<file path="config.mk">
export PLATFORM = sky130hd
export DESIGN_NAME = conv_fetch_gen
export DESIGN_NICKNAME = d
export VERILOG_FILES = /design/src/rtl/cft_pkg.sv /design/src/rtl/conv_fetch_div.sv /design/src/rtl/conv_fetch_cfg.sv /design/src/rtl/conv_fetch_pgen.sv /design/src/rtl/conv_fetch_gen.sv
export SDC_FILE = /design/constraint.sdc
export NUM_CORES = 1
export LEC_CHECK = 0
export ABC_AREA = 1
export CAP_MARGIN = 20
export CELL_PAD_IN_SITES_DETAIL_PLACEMENT = 0
export CELL_PAD_IN_SITES_GLOBAL_PLACEMENT = 2
export CORE_ASPECT_RATIO = 1.1
export CORE_MARGIN = 5
export CORE_UTILIZATION = 38
export CTS_CLUSTER_DIAMETER = 200
export DETAILED_ROUTE_END_ITERATION = 8
export MAX_ROUTING_LAYER = met4
export PLACE_DENSITY_LB_ADDON = 0.1
export REMOVE_ABC_BUFFERS = 1
export SETUP_SLACK_MARGIN = 0.05
export SLEW_MARGIN = 20
export SYNTH_ARGS = -nofsm -noshare
export SYNTH_HDL_FRONTEND = slang
export SYNTH_SLANG_ARGS = --single-unit
</file>
<file path="constraint.sdc">
create_clock -name clk -period 7.3 [get_ports clk]
set_input_delay 1.095 -clock clk [delete_from_list [all_inputs] [get_ports clk]]
set_output_delay 1.095 -clock clk [all_outputs]
set_load 0.01 [all_outputs]
</file>
<file path="src/rtl/cft_pkg.sv">
`timescale 1ns/1ps
package cft_pkg;

    typedef enum logic {
        CFG_IDLE = 1'b0,
        CFG_WAIT = 1'b1
    } cfg_state_e;

    // Ceiling division for elaboration-time constants.
    function automatic int ceil_div(input int a, input int b);
        return (a + b - 1) / b;
    endfunction

    // Smallest clock-grid count whose length reaches min_ns, trying
    // targets that grow in min_ns steps and rounding each to nearest.
    function automatic int grid_cycles(input int min_ns, input int clk_ns);
        int target;
        int cyc;
        int res;
        res    = 0;
        target = min_ns;
        for (int i = 0; i < 32; i++) begin
            cyc = (target + clk_ns / 2) / clk_ns;
            if (res == 0 && cyc * clk_ns >= min_ns) res = cyc;
            target = target + min_ns;
        end
        return res;
    endfunction

endpackage

</file>
<file path="src/rtl/conv_fetch_div.sv">
`timescale 1ns/1ps
module conv_fetch_div #(
    parameter int NUM_W = 38,
    parameter int DEN_W = 37
) (
    input  logic             clk,
    input  logic             rst_n,
    input  logic             start_i,
    input  logic [NUM_W-1:0] num_i,
    input  logic [DEN_W-1:0] den_i,
    output logic             done_o,
    output logic [NUM_W-1:0] quo_o
);
    localparam int CNT_W = $clog2(NUM_W + 1);

    typedef struct packed {
        logic             busy;
        logic             done;
        logic [CNT_W-1:0] cnt;
        logic [NUM_W-1:0] num;
        logic [DEN_W-1:0] rem;
        logic [NUM_W-1:0] quo;
    } div_t;

    div_t q, d;
    logic [DEN_W:0] rem_sh;
    logic           fits;

    assign rem_sh = {q.rem, q.num[NUM_W-1]};
    assign fits   = (rem_sh >= {1'b0, den_i});

    always_comb begin
        d      = q;
        d.done = 1'b0;
        if (start_i) begin
            d.busy = 1'b1;
            d.cnt  = CNT_W'(NUM_W);
            d.num  = num_i;
            d.rem  = '0;
            d.quo  = '0;
        end else if (q.busy) begin
            d.rem = fits ? DEN_W'(rem_sh - {1'b0, den_i}) : rem_sh[DEN_W-1:0];
            d.quo = {q.quo[NUM_W-2:0], fits};
            d.num = q.num << 1;
            d.cnt = q.cnt - 1'b1;
            if (q.cnt == CNT_W'(1)) begin
                d.busy = 1'b0;
                d.done = 1'b1;
            end
        end
    end

    always_ff @(posedge clk) begin
        if (!rst_n) q <= '0;
        else        q <= d;
    end

    assign done_o = q.done;
    assign quo_o  = q.quo;


    div_done_chk: assert property (@(posedge clk) disable iff (!rst_n)
        done_o |-> $past(q.busy));


    div_start_idle_chk: assert property (@(posedge clk) disable iff (!rst_n)
        start_i |-> !q.busy);

endmodule

</file>
<file path="src/rtl/conv_fetch_cfg.sv">
`timescale 1ns/1ps
module conv_fetch_cfg
    import cft_pkg::*;
#(
    parameter int CFG_DW       = 32,
    parameter int RATE_W       = 21,
    parameter int NAVG_W       = 5,
    parameter int DEN_W        = 37,
    parameter int NUM_W        = 38,
    parameter int PER_W        = 28,
    parameter int CLK_HZ       = 250_000_000,
    parameter int MAX_RATE_HZ  = 2_000_000,
    parameter int MAX_AVG_LOG2 = 16,
    parameter int MIN_CYC      = 125,
    parameter int DEF_RATE     = 125_000,
    parameter int DEF_PER      = 2000
) (
    input  logic              clk,
    input  logic              rst_n,
    input  logic              we_i,
    input  logic              addr_i,
    input  logic [CFG_DW-1:0] wdata_i,
    output logic              div_start_o,
    output logic [DEN_W-1:0]  div_den_o,
    output logic [NUM_W-1:0]  div_num_o,
    input  logic              div_done_i,
    input  logic [NUM_W-1:0]  div_quo_i,
    output logic              apply_o,
    output logic [PER_W-1:0]  period_o,
    output logic [NAVG_W-1:0] navg_o,
    output logic              err_o
);
    typedef struct packed {
        cfg_state_e        state;
        logic [RATE_W-1:0] rate;
        logic [NAVG_W-1:0] navg;
        logic [PER_W-1:0]  period;
        logic [RATE_W-1:0] cand_rate;
        logic [NAVG_W-1:0] cand_navg;
        logic [DEN_W-1:0]  den;
        logic              start;
        logic              apply;
        logic              err;
    } cfg_t;

    cfg_t q, d;
    logic [CFG_DW-1:0] rate_w;
    logic [CFG_DW-1:0] navg_w;
    logic              legal;
    logic              quo_ok;

    assign rate_w = addr_i ? CFG_DW'(q.rate) : wdata_i;
    assign navg_w = addr_i ? wdata_i : CFG_DW'(q.navg);
    assign legal  = (rate_w != '0) && (rate_w <= CFG_DW'(MAX_RATE_HZ))
                 && (navg_w <= CFG_DW'(MAX_AVG_LOG2));
    assign quo_ok = (div_quo_i >= NUM_W'(MIN_CYC)) && ((div_quo_i >> PER_W) == '0);

    always_comb begin
        d       = q;
        d.start = 1'b0;
        d.apply = 1'b0;
        case (q.state)
            CFG_IDLE: begin
                if (we_i) begin
                    if (!legal) begin
                        d.err = 1'b1;
                    end else begin
                        d.cand_rate = rate_w[RATE_W-1:0];
                        d.cand_navg = navg_w[NAVG_W-1:0];
                        d.den       = DEN_W'(rate_w[RATE_W-1:0]) << navg_w[NAVG_W-1:0];
                        d.start     = 1'b1;
                        d.state     = CFG_WAIT;
                    end
                end
            end
            CFG_WAIT: begin
                if (div_done_i) begin
                    d.state = CFG_IDLE;
                    if (quo_ok) begin
                        d.rate   = q.cand_rate;
                        d.navg   = q.cand_navg;
                        d.period = div_quo_i[PER_W-1:0];
                        d.apply  = 1'b1;
                        d.err    = 1'b0;
                    end else begin
                        d.err = 1'b1;
                    end
                end
            end
            default: d.state = CFG_IDLE;
        endcase
    end

    always_ff @(posedge clk) begin
        if (!rst_n) begin
            q        <= '0;
            q.state  <= CFG_IDLE;
            q.rate   <= RATE_W'(DEF_RATE);
            q.period <= PER_W'(DEF_PER);
        end else begin
            q <= d;
        end
    end

    assign div_start_o = q.start;
    assign div_den_o   = q.den;
    assign div_num_o   = NUM_W'(CLK_HZ) + NUM_W'(q.den >> 1);
    assign apply_o     = q.apply;
    assign period_o    = q.period;
    assign navg_o      = q.navg;
    assign err_o       = q.err;


    period_floor_chk: assert property (@(posedge clk) disable iff (!rst_n)
        q.period >= PER_W'(MIN_CYC));


    reject_keeps_chk: assert property (@(posedge clk) disable iff (!rst_n)
        $rose(q.err) |-> ($stable(q.period) && $stable(q.navg)));


    navg_range_chk: assert property (@(posedge clk) disable iff (!rst_n)
        q.navg <= NAVG_W'(MAX_AVG_LOG2));

endmodule

</file>
<file path="src/rtl/conv_fetch_pgen.sv">
`timescale 1ns/1ps
module conv_fetch_pgen #(
    parameter int PER_W     = 28,
    parameter int FRM_W     = 16,
    parameter int NAVG_W    = 5,
    parameter int HIGH_CYC  = 3,
    parameter int QUIET_CYC = 3
) (
    input  logic              clk,
    input  logic              rst_n,
    input  logic              en_i,
    input  logic              restart_i,
    input  logic [PER_W-1:0]  period_i,
    input  logic [NAVG_W-1:0] navg_i,
    output logic              conv_o,
    output logic              fetch_o
);
    localparam int HR_W = $clog2(HIGH_CYC + 1) + 1;

    typedef struct packed {
        logic             active;
        logic             drain;
        logic             armed;
        logic [PER_W-1:0] phase;
        logic [FRM_W-1:0] frame;
    } pg_t;

    pg_t q, d;
    logic [FRM_W:0] span;
    logic           frame_last;
    logic           wrap;
    logic           hi_done;

    assign span       = (FRM_W+1)'(1) << navg_i;
    assign frame_last = ({1'b0, q.frame} == span - 1'b1);
    assign wrap       = (q.phase == period_i - 1'b1);
    assign hi_done    = (q.phase >= PER_W'(HIGH_CYC - 1));

    always_comb begin
        d = q;
        if (!q.active) begin
            if (en_i) begin
                d.active = 1'b1;
                d.drain  = 1'b0;
                d.armed  = 1'b0;
                d.phase  = '0;
                d.frame  = '0;
            end
        end else if (q.drain || !en_i) begin
            if (hi_done) begin
                d.active = 1'b0;
                d.drain  = 1'b0;
            end else begin
                d.drain = 1'b1;
                d.phase = q.phase + 1'b1;
            end
        end else if (restart_i) begin
            d.phase = '0;
            d.frame = '0;
            d.armed = 1'b0;
        end else if (wrap) begin
            d.phase = '0;
            if (frame_last) begin
                d.frame = '0;
                d.armed = 1'b1;
            end else begin
                d.frame = q.frame + 1'b1;
            end
        end else begin
            d.phase = q.phase + 1'b1;
        end
    end

    always_ff @(posedge clk) begin
        if (!rst_n) q <= '0;
        else        q <= d;
    end

    assign conv_o  = q.active && (q.phase < PER_W'(HIGH_CYC));
    assign fetch_o = q.active && !q.drain && q.armed && (q.frame == '0)
                  && (q.phase == PER_W'(QUIET_CYC));

    // Run length of the current conversion high pulse, for the width check.
    logic [HR_W-1:0] hi_run_q;
    always_ff @(posedge clk) begin
        if (!rst_n)                         hi_run_q <= '0;
        else if (!conv_o)                   hi_run_q <= '0;
        else if (hi_run_q < HR_W'(HIGH_CYC)) hi_run_q <= hi_run_q + 1'b1;
    end


    conv_width_chk: assert property (@(posedge clk) disable iff (!rst_n)
        $fell(conv_o) |-> (hi_run_q >= HR_W'(HIGH_CYC)));


    conv_rise_en_chk: assert property (@(posedge clk) disable iff (!rst_n)
        $rose(conv_o) |-> $past(en_i));


    fetch_en_chk: assert property (@(posedge clk) disable iff (!rst_n)
        fetch_o |-> $past(en_i));


    fetch_single_chk: assert property (@(posedge clk) disable iff (!rst_n)
        fetch_o |=> !fetch_o);


    fetch_quiet_chk: assert property (@(posedge clk) disable iff (!rst_n)
        fetch_o |-> !conv_o);

endmodule

</file>
<file path="src/rtl/conv_fetch_gen.sv">
`timescale 1ns/1ps
module conv_fetch_gen
    import cft_pkg::*;
#(
    parameter int CLK_HZ       = 250_000_000,
    parameter int MAX_RATE_HZ  = 2_000_000,
    parameter int MIN_CYCLE_NS = 500,
    parameter int MIN_HIGH_NS  = 10,
    parameter int QUIET_NS     = 10,
    parameter int MAX_AVG_LOG2 = 16,
    parameter int CFG_DW       = 32
) (
    input  logic              clk,
    input  logic              rst_n,
    input  logic              en_i,
    input  logic              cfg_we_i,
    input  logic              cfg_addr_i,
    input  logic [CFG_DW-1:0] cfg_wdata_i,
    output logic              conv_o,
    output logic              fetch_o,
    output logic              cfg_err_o
);
    localparam int CLK_NS    = 1_000_000_000 / CLK_HZ;
    localparam int MIN_CYC   = ceil_div(MIN_CYCLE_NS, CLK_NS);
    localparam int HIGH_CYC  = grid_cycles(MIN_HIGH_NS, CLK_NS);
    localparam int QUIET_CYC = grid_cycles(QUIET_NS, CLK_NS);
    localparam int RATE_W    = $clog2(MAX_RATE_HZ + 1);
    localparam int NAVG_W    = $clog2(MAX_AVG_LOG2 + 1);
    localparam int DEN_W     = RATE_W + MAX_AVG_LOG2;
    localparam int PER_W     = $clog2(CLK_HZ + 1);
    localparam int NUM_W     = ((DEN_W > PER_W) ? DEN_W : PER_W) + 1;
    localparam int FRM_W     = (MAX_AVG_LOG2 > 0) ? MAX_AVG_LOG2 : 1;
    localparam int DEF_RATE  = MAX_RATE_HZ / 16;
    localparam int DEF_PER   = (CLK_HZ + DEF_RATE / 2) / DEF_RATE;

    logic              div_start;
    logic [DEN_W-1:0]  div_den;
    logic [NUM_W-1:0]  div_num;
    logic              div_done;
    logic [NUM_W-1:0]  div_quo;
    logic              apply;
    logic [PER_W-1:0]  period;
    logic [NAVG_W-1:0] navg;

    conv_fetch_cfg #(
        .CFG_DW      (CFG_DW),
        .RATE_W      (RATE_W),
        .NAVG_W      (NAVG_W),
        .DEN_W       (DEN_W),
        .NUM_W       (NUM_W),
        .PER_W       (PER_W),
        .CLK_HZ      (CLK_HZ),
        .MAX_RATE_HZ (MAX_RATE_HZ),
        .MAX_AVG_LOG2(MAX_AVG_LOG2),
        .MIN_CYC     (MIN_CYC),
        .DEF_RATE    (DEF_RATE),
        .DEF_PER     (DEF_PER)
    ) u_cfg (
        .clk        (clk),
        .rst_n      (rst_n),
        .we_i       (cfg_we_i),
        .addr_i     (cfg_addr_i),
        .wdata_i    (cfg_wdata_i),
        .div_start_o(div_start),
        .div_den_o  (div_den),
        .div_num_o  (div_num),
        .div_done_i (div_done),
        .div_quo_i  (div_quo),
        .apply_o    (apply),
        .period_o   (period),
        .navg_o     (navg),
        .err_o      (cfg_err_o)
    );

    conv_fetch_div #(
        .NUM_W(NUM_W),
        .DEN_W(DEN_W)
    ) u_div (
        .clk    (clk),
        .rst_n  (rst_n),
        .start_i(div_start),
        .num_i  (div_num),
        .den_i  (div_den),
        .done_o (div_done),
        .quo_o  (div_quo)
    );

    conv_fetch_pgen #(
        .PER_W    (PER_W),
        .FRM_W    (FRM_W),
        .NAVG_W   (NAVG_W),
        .HIGH_CYC (HIGH_CYC),
        .QUIET_CYC(QUIET_CYC)
    ) u_pgen (
        .clk      (clk),
        .rst_n    (rst_n),
        .en_i     (en_i),
        .restart_i(apply),
        .period_i (period),
        .navg_i   (navg),
        .conv_o   (conv_o),
        .fetch_o  (fetch_o)
    );

endmodule

</file>
==> results.py, run 1 <==
metrics = {
    "run_status": {
        "status": "finished clean",
    },
    "synthesis": {
        "syn-cell-area_sq_um": 18500,
        "synth_edf_count": 0,
        "yosys_register_bits": 289,
        "synth_cells": 2919,
        "synthFlopType": "dfxtp_1",
        "synth_compound_area_frac": 0.193,
        "yosysTopAreaCellShare": 0.312,
        "synth_top_area_cell": "dfxtp_1",
        "synthAdderAreaFrac": 0.0321,
        "async_flop_share": 0,
        "synthMuxAreaShare": 0.00216,
        "yosys_warnings": 0,
        "synth_top_family_by_area": "simple AND/OR/NAND/NOR gates",
        "synth_cell_type_count": 60,
        "synth_xor_area_frac": 0.0382,
        "synth-simple-area-share": 0.312,
        "synth-seq-area-share": 0.312,
        "postSynthAreaPerCell_sq_um": 6.35,
        "yosys-top-cells-area": "dfxtp_1 (31%), nand2_1 (14%), inv_1 (7.5%)",
    },
    "worst_setup_path": {
        "crit_path_end_kind": "flop",
        "critical-path-top-delay-family": "simple AND/OR/NAND/NOR gates",
        "crit_fanout": 29,
        "crit_chain": "inv_1, ha_1, fa_1, o21ai_2, a21oi_2, o21ai_2, nand2_1, nand2_2, nand2_1, nand2_2, nand2_2, nand2_1, buf_4, inv_1, nor2_1, nand2_1, nand3_1, nand2_1, inv_1",
        "required_ns": 7.80,
        "cp-start-kind": "flop",
        "cp_num_buf_inv": 4,
        "critPathSlowestCell": "nor2_1",
        "critPathArrivalTime_ns": 4.54,
        "rrSetupSlack_ns": 3.27,
        "critPathMaxStageDelay_ns": 0.47,
        "cpMostUsedCell": "nand2_1",
        "crit_type": "flop to flop",
    },
    "min_path": {
        "hold_path_class": "flop to flop",
    },
    "die": {
        "pin_count": 40,
        "fp.dieH_um": 242,
        "num_rows": 85,
        "core_sq_um": 48600,
        "die_area_sq_um": 53300,
        "initial_utilization": 0.382,
        "die_x_um": 221,
    },
    "global_route": {
        "groute.usage.overall": 0.224,
        "grt_pass1_wl_mm": 94.6,
        "grt_max_degree": 84,
        "use_met1": 0.290,
        "grt_pass1_vias": 17415,
        "grt_util_met2": 0.365,
        "grt.busiest_layer": "met2",
        "antenna_found_initial": 0,
        "use_met3": 0.0225,
        "overflow": 0,
    },
    "clocking": {
        "cts_resized": 0,
        "cts_max_level": 2,
        "cts_max_path_buffers": 3,
        "clock-sinks": 289,
        "clkLatencyLatePin_ns": 0.56,
        "cts_buffers": 36,
        "ctsHoldBuffers": 0,
        "cts-root-buf": "clkbuf_16",
        "cts_tree": "built",
        "post_cts_buffers": 0,
        "cts.clk_slew.worst_paths_ns": 0.06,
    },
    "final_layout": {
        "final_area_sq_um": 20500,
        "synthToLayoutAreaGrowth_pct": 10.4,
        "fillerInstances": 5362,
        "nNetsFinal": 2967,
        "final_core_util": 0.421,
        "layout_commonest_cell": "nand2_1",
        "final_cell_mix": "nand2_1 (690), inv_1 (370), dfxtp_1 (288)",
        "antennaDiodeCount": 0,
        "drive_gt1_frac": 0.0533,
    },
    "routing": {
        "ant_nets": 0,
        "drt_iter0_drc": 1144,
        "drc": 0,
        "drt_wl_total_mm": 58.7,
        "vias_per_cell": 5.15,
        "wl_per_cell_um": 16.5,
        "dr.pass1.iters": 6,
        "route.vias.total": 18326,
    },
    "timing": {
        "worst_slack_ns": 3.27,
        "finalClockSkew_ns": 0.0146,
        "tns_ns": 0,
        "fin_crit_ns": 4.03,
        "rsz0062_at_grt": "no",
        "fmax_ghz": 0.248,
        "hold_viol_final": 0,
        "final.period_utilization": 0.553,
        "relSlewSlack": 0.333,
        "tightest_slew_ns": 1.00,
        "setup_violations": 0,
        "slew_violations": 0,
    },
    "placement": {
        "port_buffers": 39,
        "post-place-ws_ns": 2.74,
        "gp_congestion": 0.887,
        "post-dp-hpwl_mm": 43.5,
        "placement.cell_area_sq_um": 19300,
    },
    "power_and_ir_drop": {
        "p_leak_nw": 9.14,
        "powerDensity_nw_per_um2": 180,
        "ir_worst_vdd_uv": 153,
    },
    "run": {
        "max_cap_viol_count": 0,
    },
}
==> worst reg2reg max path, stage by stage, from the launching register on <==
cell	delay (ns)
dfxtp_1	0.41
inv_1	0.07
ha_1	0.22
fa_1	0.43
o21ai_2	0.37
a21oi_2	0.13
o21ai_2	0.20
nand2_1	0.12
nand2_2	0.12
nand2_1	0.07
nand2_2	0.12
nand2_2	0.08
nand2_1	0.06
buf_4	0.36
inv_1	0.42
nor2_1	0.47
nand2_1	0.12
nand3_1	0.09
nand2_1	0.05
inv_1	0.06
==> metal layers <==
metal | vias to the layer above | share of wire
met3 | 106 | 0.033
met1 | 8396 | 0.46
met4 | 0 | 0.033
li1 | 9524 | -
met2 | 300 | 0.47
met5 | - | 0
==> final timing paths <==
path	from	to	depth (start not counted)
worst max-delay path	u_div.q[112]	u_div.q[57]	19
worst min-delay path	u_cfg.q[40]	u_cfg.q[40]	2
worst max register to register	u_div.q[112]	u_div.q[57]	19
worst min register to register	u_cfg.q[40]	u_cfg.q[40]	2
==> Yosys cell counts, drive strengths merged (23+ instances only) <==
cell type and number:
clkbuf 80, inv 381, nand3 206, or2 23, dfxtp 289, xor2 63
buf 48, a21oi 211, nand4 41, ha 46, nor3 41, nor4 33
nor2 287, nand2 696, a31oi 48, o21ai 297
==> stage by stage <==
stage / power (mW) / hold slack (ns) / std cells
after CTS: 3.75 / 0.444 / 3561
after detailed placement: 1.88 / 0.435 / 3497
after floorplan: 1.76 / 0.420 / 2791
after global placement: 1.88 / 0.430 / 3497
after global routing: 3.83 / 0.459 / 3561
final: 3.68 / 0.440 / 3561
==> state kept, by name, indices dropped and copies added (netlist names), 5 cells and up <==
signal	count
u_div.q	82
u_cfg.q	48
u_pgen.q	47
u_div.quo_o	38
u_cfg.div_den_o	37
u_cfg.period_o	28
u_cfg.navg_o	5
==> kinds of logic after synthesis <==
| logic type | count (synthesis) |
|---|---|
| adders and majority gates | 47 |
| and+or+nand+nor | 1338 |
| buffers and inverters | 514 |
| xor gates and xnor gates | 81 |
| AOI/OAI and AO/OA | 646 |
| muxes | 4 |
| DFF | 289 |
==> cell type report <==
class                           instances  area (sq um)  share of cell area
Sequential cell                       289          5790               0.283
Clock inverter                         15           168             0.00819
Timing Repair Buffer                   54           495              0.0242
Multi-Input combinational cell       2116         10700               0.525
Tap cell                              652           816              0.0398
Clock buffer                           49          1020              0.0499
Inverter                              386          1450              0.0708
==> power breakdown <==
| part | switching, mW | total (mW) | internal (mW) |
|---|---|---|---|
| registers | 0.00525 | 1.59 | 1.58 |
| logic | 0.184 | 0.256 | 0.0716 |
| clock network | 0.747 | 1.84 | 1.09 |
| total | 0.937 | 3.68 | 2.74 |
Power figures use the tool's default switching activity.
==> run 2: changes to the inputs <==
--- a/config.mk
+++ b/config.mk
@@ -11,7 +11,7 @@
 export CELL_PAD_IN_SITES_GLOBAL_PLACEMENT = 2
 export CORE_ASPECT_RATIO = 1.1
 export CORE_MARGIN = 5
-export CORE_UTILIZATION = 38
+export CORE_UTILIZATION = 35
 export CTS_CLUSTER_DIAMETER = 200
 export DETAILED_ROUTE_END_ITERATION = 8
 export MAX_ROUTING_LAYER = met4
==> constraint.sdc (replaced) <==
create_clock -name clk -period 3.9 [get_ports clk]
set_input_delay 0.585 -clock clk [delete_from_list [all_inputs] [get_ports clk]]
set_output_delay 0.585 -clock clk [all_outputs]
set_load 0.01 [all_outputs]
==> results.py, run 2 (same netlist as run 1, synthesis figures left out) <==
metrics = {
    "timing": {
        "setup_violations": 0,
        "rsz0062_at_grt": "no",
        "hold_viol_final": 0,
        "relSlewSlack": 0.444,
        "fmax_ghz": 0.290,
        "slew_violations": 0,
        "worst_slack_ns": 0.446,
        "final.period_utilization": 0.886,
        "fin_crit_ns": 3.45,
        "timing.hold.ws_ns": 0.440,
        "tightest_slew_ns": 0.834,
        "finalClockSkew_ns": 0.0207,
    },
    "worst_setup_path": {
        "required_ns": 4.39,
        "crit_fanout": 15,
        "crit_path_end_kind": "flop",
        "cp-start-kind": "flop",
        "crit_type": "flop to flop",
        "critPathArrivalTime_ns": 3.94,
    },
    "min_path": {
        "hold_path_class": "flop to flop",
    },
    "routing": {
        "drt_wl_total_mm": 61.2,
        "vias_per_cell": 5.11,
        "route.vias.total": 18423,
        "drc": 0,
        "ant_nets": 0,
        "dr.pass1.iters": 6,
        "drt_iter0_drc": 1047,
        "wl_per_cell_um": 17.0,
    },
    "final_layout": {
        "final_cell_mix": "nand2_1 (690), inv_1 (370), dfxtp_1 (288)",
        "synthToLayoutAreaGrowth_pct": 11.3,
        "reg.largest.list": "u_div.q: 82 flops, u_cfg.q: 48 flops, u_pgen.q: 47 flops",
        "layout_commonest_cell": "nand2_1",
        "nNetsFinal": 2987,
        "largest_register": "u_div.q",
        "drive_gt1_frac": 0.0591,
        "antennaDiodeCount": 0,
        "largest_reg_flops": 82,
    },
    "die": {
        "fp.dieH_um": 251,
        "num_rows": 88,
        "pin_count": 40,
        "initial_utilization": 0.353,
        "core_sq_um": 52500,
        "die_x_um": 229,
        "die_area_sq_um": 57700,
    },
    "clocking": {
        "cts_tree": "built",
        "cts.clk_slew.worst_paths_ns": 0.06,
        "ctsHoldBuffers": 0,
        "clkLatencyLatePin_ns": 0.56,
        "cts_max_path_buffers": 3,
        "clock-sinks": 289,
        "post_cts_buffers": 0,
        "cts_max_level": 2,
        "cts-root-buf": "clkbuf_16",
        "cts_resized": 0,
        "cts_buffers": 39,
    },
    "placement": {
        "port_buffers": 39,
        "post-place-ws_ns": 0.467,
        "gp_congestion": 0.909,
        "post-dp-hpwl_mm": 46.2,
    },
    "run_status": {
        "status": "finished clean",
    },
    "power_and_ir_drop": {
        "powerDensity_nw_per_um2": 332,
        "ir_worst_vdd_uv": 318,
        "p_leak_nw": 9.23,
    },
    "global_route": {
        "grt_pass1_vias": 17777,
        "groute.usage.overall": 0.214,
        "antenna_found_initial": 0,
        "grt_pass1_wl_mm": 98.0,
        "grt_max_degree": 71,
        "overflow": 0,
    },
    "run": {
        "max_cap_viol_count": 0,
    },
}
==> run 2: cell types whose count changed in the layout (fill, tap and decap cells not counted), moves of 2 or more <==
cell        delta
clkbuf_16      +2
buf_4         +15
buf_12         +2
clkinvlp_4     +3
bufinv_16      -2
==> run 2: per-stage QoR <==
stage               setup TNS (ns)  cell area, sq um  utilization  std cells  total power [mW]
floorplan                   -42.65             17900            -       2791              3.30
finish                           0             20700        0.393       3602              6.86
global route                     0             20700        0.393       3602              7.15
global placement                 0             19500        0.371       3537              3.53
detailed placement               0             19500        0.371       3537              3.52
CTS                              0             20700        0.393       3602              6.98
==> run 2: area by class of cell <==
| type | count | area, sq um |
|---|---|---|
| Clock inverter | 13 | 108 |
| Fill cell | 5800 | 31900 |
| Clock buffer | 52 | 1080 |
| Tap cell | 675 | 845 |
| Sequential cell | 289 | 5790 |
| Inverter | 386 | 1450 |
| Timing Repair Buffer | 71 | 648 |
| Multi-Input combinational cell | 2116 | 10700 |
==> run 2: critical path, cell delays in order (launching register included) <==
cell     delay, ns
dfxtp_1       0.36
inv_1         0.06
ha_1          0.21
fa_1          0.42
o21ai_2       0.34
a21oi_2       0.13
o21ai_2       0.17
nand2_1       0.12
nand2_2       0.11
nand2_1       0.07
nand2_2       0.11
nand2_2       0.08
nand2_1       0.25
inv_1         0.36
nor2_1        0.32
nand2_1       0.09
nand3_1       0.08
nand2_1       0.05
inv_1         0.06
==> run 2: path summary, 6_finish.rpt <==
| check | from | endpoint | cells after the start | slack, ns |
|---|---|---|---|---|
| setup / recovery | u_div.q[112] | u_div.q[63] | 18 | 0.45 |
| hold / removal | u_cfg.q[63] | u_cfg.q[63] | 2 | 0.44 |
| setup reg to reg | u_div.q[112] | u_div.q[63] | 18 | 0.45 |
| hold reg to reg | u_cfg.q[63] | u_cfg.q[63] | 2 | 0.44 |
==> run 2: metal layers <==
layer	track usage	vias up	part of all wire
met5	-	-	0
met4	0.0679	0	0.031
met3	0.0223	87	0.037
met2	0.360	330	0.48
met1	0.272	8462	0.45
li1	-	9544	-
==> run 2: power breakdown <==
part	total [mW]	switching [mW]	internal, mW	leakage, nW
clock	3.40	1.39	2.01	0.579
sequential	2.97	0.00927	2.96	2.33
combinational	0.489	0.345	0.144	6.32
total	6.86	1.74	5.12	9.23
==> run 3: changes to the inputs <==
--- a/config.mk
+++ b/config.mk
@@ -5,13 +5,12 @@
 export SDC_FILE = /design/constraint.sdc
 export NUM_CORES = 1
 export LEC_CHECK = 0
-export ABC_AREA = 1
 export CAP_MARGIN = 20
 export CELL_PAD_IN_SITES_DETAIL_PLACEMENT = 0
 export CELL_PAD_IN_SITES_GLOBAL_PLACEMENT = 2
 export CORE_ASPECT_RATIO = 1.1
 export CORE_MARGIN = 5
-export CORE_UTILIZATION = 35
+export CORE_UTILIZATION = 38
 export CTS_CLUSTER_DIAMETER = 200
 export DETAILED_ROUTE_END_ITERATION = 8
 export MAX_ROUTING_LAYER = met4
==> results.py, run 3 <==
metrics = {
    "final_layout": {
        "reg.largest.list": "u_div.q: 82 flops, u_cfg.q: 48 flops, u_pgen.q: 47 flops",
        "synthToLayoutAreaGrowth_pct": 14.0,
        "drive_gt1_frac": 0.0809,
        "layout_commonest_cell": "dfxtp_1",
        "fillerInstances": 4679,
        "largest_reg_flops": 82,
        "nNetsFinal": 2268,
        "antennaDiodeCount": 0,
        "largest_register": "u_div.q",
        "final_cell_mix": "dfxtp_1 (287), nor2_1 (276), nand2_1 (193)",
    },
    "clocking": {
        "cts_max_level": 2,
        "cts_tree": "built",
        "ctsHoldBuffers": 0,
        "clock-sinks": 289,
        "cts_max_path_buffers": 3,
        "cts.clk_slew.worst_paths_ns": 0.06,
        "clkLatencyLatePin_ns": 0.55,
        "cts-root-buf": "clkbuf_16",
        "cts_buffers": 36,
    },
    "synthesis": {
        "yosys-top-cells-area": "dfxtp_1 (33%), mux2i_1 (10%), nor2_1 (5.9%)",
        "synth-seq-area-share": 0.332,
        "synth_cell_type_count": 80,
        "yosys_warnings": 0,
        "yosysTopAreaCellShare": 0.332,
        "yosys_register_bits": 289,
        "synth.most_common_cell": "dfxtp_1",
        "synth_top_area_cell": "dfxtp_1",
        "synthFlopType": "dfxtp_1",
        "netlist_top_cells_count": "dfxtp_1 (289), nor2_1 (276), nand2_1 (194)",
        "async_flop_share": 0,
        "postSynthAreaPerCell_sq_um": 7.99,
        "syn-cell-area_sq_um": 17400,
        "synth_cells": 2179,
        "synth_edf_count": 0,
    },
    "min_path": {
        "hold_path_class": "flop to flop",
        "hp-start": "u_cfg.q[45]",
        "hold-path-cell-count": 2,
        "hold_path_end": "u_cfg.q[45]",
    },
    "power_and_ir_drop": {
        "p_leak_nw": 7.23,
        "ir_worst_vdd_uv": 259,
        "total_power_mw": 6.71,
        "powerDensity_nw_per_um2": 338,
    },
    "timing": {
        "rsz0062_at_grt": "no",
        "hold_viol_final": 0,
        "fmax_ghz": 0.279,
        "fin_crit_ns": 3.58,
        "final.period_utilization": 0.918,
        "relSlewSlack": 0.395,
        "finalClockSkew_ns": 0.0242,
        "tightest_slew_ns": 0.907,
        "tns_ns": 0,
        "setup_violations": 0,
        "slew_violations": 0,
    },
    "worst_setup_path": {
        "crit_fanout": 12,
        "rrSetupSlack_ns": 0.32,
        "r2r_end": "u_pgen.q[15]",
        "cp-start-kind": "flop",
        "crit_path_end_kind": "flop",
        "critPathArrivalTime_ns": 3.96,
        "crit_type": "flop to flop",
        "reg2reg_from": "u_cfg.navg_o[2]",
        "required_ns": 4.28,
        "reg2reg_depth": 16,
    },
    "routing": {
        "wl_met3_mm": 1.32,
        "dr.pass1.iters": 5,
        "route.met2.wl_mm": 25.4,
        "drt_iter0_drc": 894,
        "drc": 0,
        "route.vias.total": 15510,
        "wl_met1_mm": 23.4,
        "wl_per_cell_um": 18.3,
        "ant_nets": 0,
        "drt_wl_total_mm": 51.3,
        "vias_per_cell": 5.54,
        "top_layer_used": "met4",
    },
    "die": {
        "pin_count": 40,
        "die_area_sq_um": 50200,
        "fp.dieH_um": 235,
        "core_sq_um": 45500,
        "initial_utilization": 0.383,
        "die_x_um": 214,
        "num_rows": 82,
    },
    "placement": {
        "post-dp-hpwl_mm": 37.2,
        "port_buffers": 39,
        "gp_congestion": 0.871,
    },
    "global_route": {
        "grt_pass1_vias": 14904,
        "grt_pass1_wl_mm": 82.9,
        "grt_max_degree": 82,
        "groute.usage.overall": 0.206,
        "overflow": 0,
        "antenna_found_initial": 0,
    },
    "run_status": {
        "status": "finished clean",
    },
    "run": {
        "max_cap_viol_count": 0,
    },
}
[run 3: cell types whose count changed in the layout (fill, tap and decap cells not counted), sizes merged, moves of 94 or more]
cell / before / now
nand3: 206 / 45
a211oi: 10 / 104
nand2: 696 / 194
inv: 384 / 69
mux2i: 4 / 179
o21ai: 297 / 104
[run 3: routing by layer]
metal / GRT usage / up-vias
li1: - / 7863
met1: 0.254 / 7383
met2: 0.363 / 202
met3: 0.0230 / 62
met4: 0.0564 / 0
met5: - / -
[run 3: final cells by class]
type                       count  area (sq um)  area share
tap                          588           736      0.0370
multi-input combinational   1675         10800       0.546
sequential                   289          5790       0.292
timing repair buffer         112          1040      0.0524
clock buffer                  52          1040      0.0525
clock inverter                14           144     0.00724
inverter                      70           265      0.0134
[run 3: critical path: stages (launching register included)]
cell	delay, ns
dfxtp_1	0.34
nor3_1	0.28
nand2_1	0.14
ha_1	0.27
buf_4	0.16
nor2b_1	0.14
a31o_2	0.26
a221oi_1	0.23
nand4_1	0.11
or4_1	0.40
a2111oi_0	0.36
buf_4	0.21
nor3b_4	0.07
buf_12	0.16
o21a_1	0.09
o21ai_0	0.14
a21oi_1	0.08
[run 3: report_power, final]
group	internal, mW	leakage, nW	switching [mW]
clock	2.00	0.568	1.36
sequential	2.96	2.33	0.00673
combinational	0.141	4.33	0.252
total	5.10	7.23	1.61
[run 3: worst max-delay path by stage]
stage / start / endpoint / slack [ns] / cells past startpoint
6_report: u_cfg.navg_o[2] / u_pgen.q[15] / 0.32 / 16
5_1_grt: u_cfg.navg_o[2] / u_pgen.q[15] / 0.08 / 16
4_1_cts: u_cfg.navg_o[2] / u_pgen.q[15] / 0.05 / 15
3_5_place_dp: u_cfg.navg_o[2] / u_pgen.q[15] / 0.05 / 15
3_3_place_gp: u_cfg.navg_o[2] / u_pgen.q[15] / 0.06 / 15
2_1_floorplan: cfg_addr_i / u_cfg.navg_o[0] / -4.64 / 8
[run 3: per-stage QoR]
stage	setup WS, ns	util	hold slack (ns)	cell area [sq um]	cells
floorplan	-4.64	-	0.432	16800	2034
global placement	0.0610	0.410	0.445	18600	2733
detailed placement	0.0529	0.410	0.447	18600	2733
CTS	0.0509	0.436	0.454	19800	2799
global route	0.0831	0.437	0.477	19900	2800
finish	0.319	0.437	0.450	19900	2800
[run 3: cells by family (layout without fill, tap and decap cells)]
group           count (synthesis)  after routing  synth area share
flops                         289            289             0.332
mux                           193            193             0.112
simple gates                  796            796             0.219
fa+ha+maj                      47             47            0.0342
compound gates                520            520             0.194
xor+xnor                      119            119            0.0598
buf+inv                       215            248            0.0486
[run 3: what timing repair did]
item | 4_1_cts | 5_1_grt
resized for setup | 0 | 0
endpoints found under the setup margin | 0 | 1
setup buffers | 0 | 1
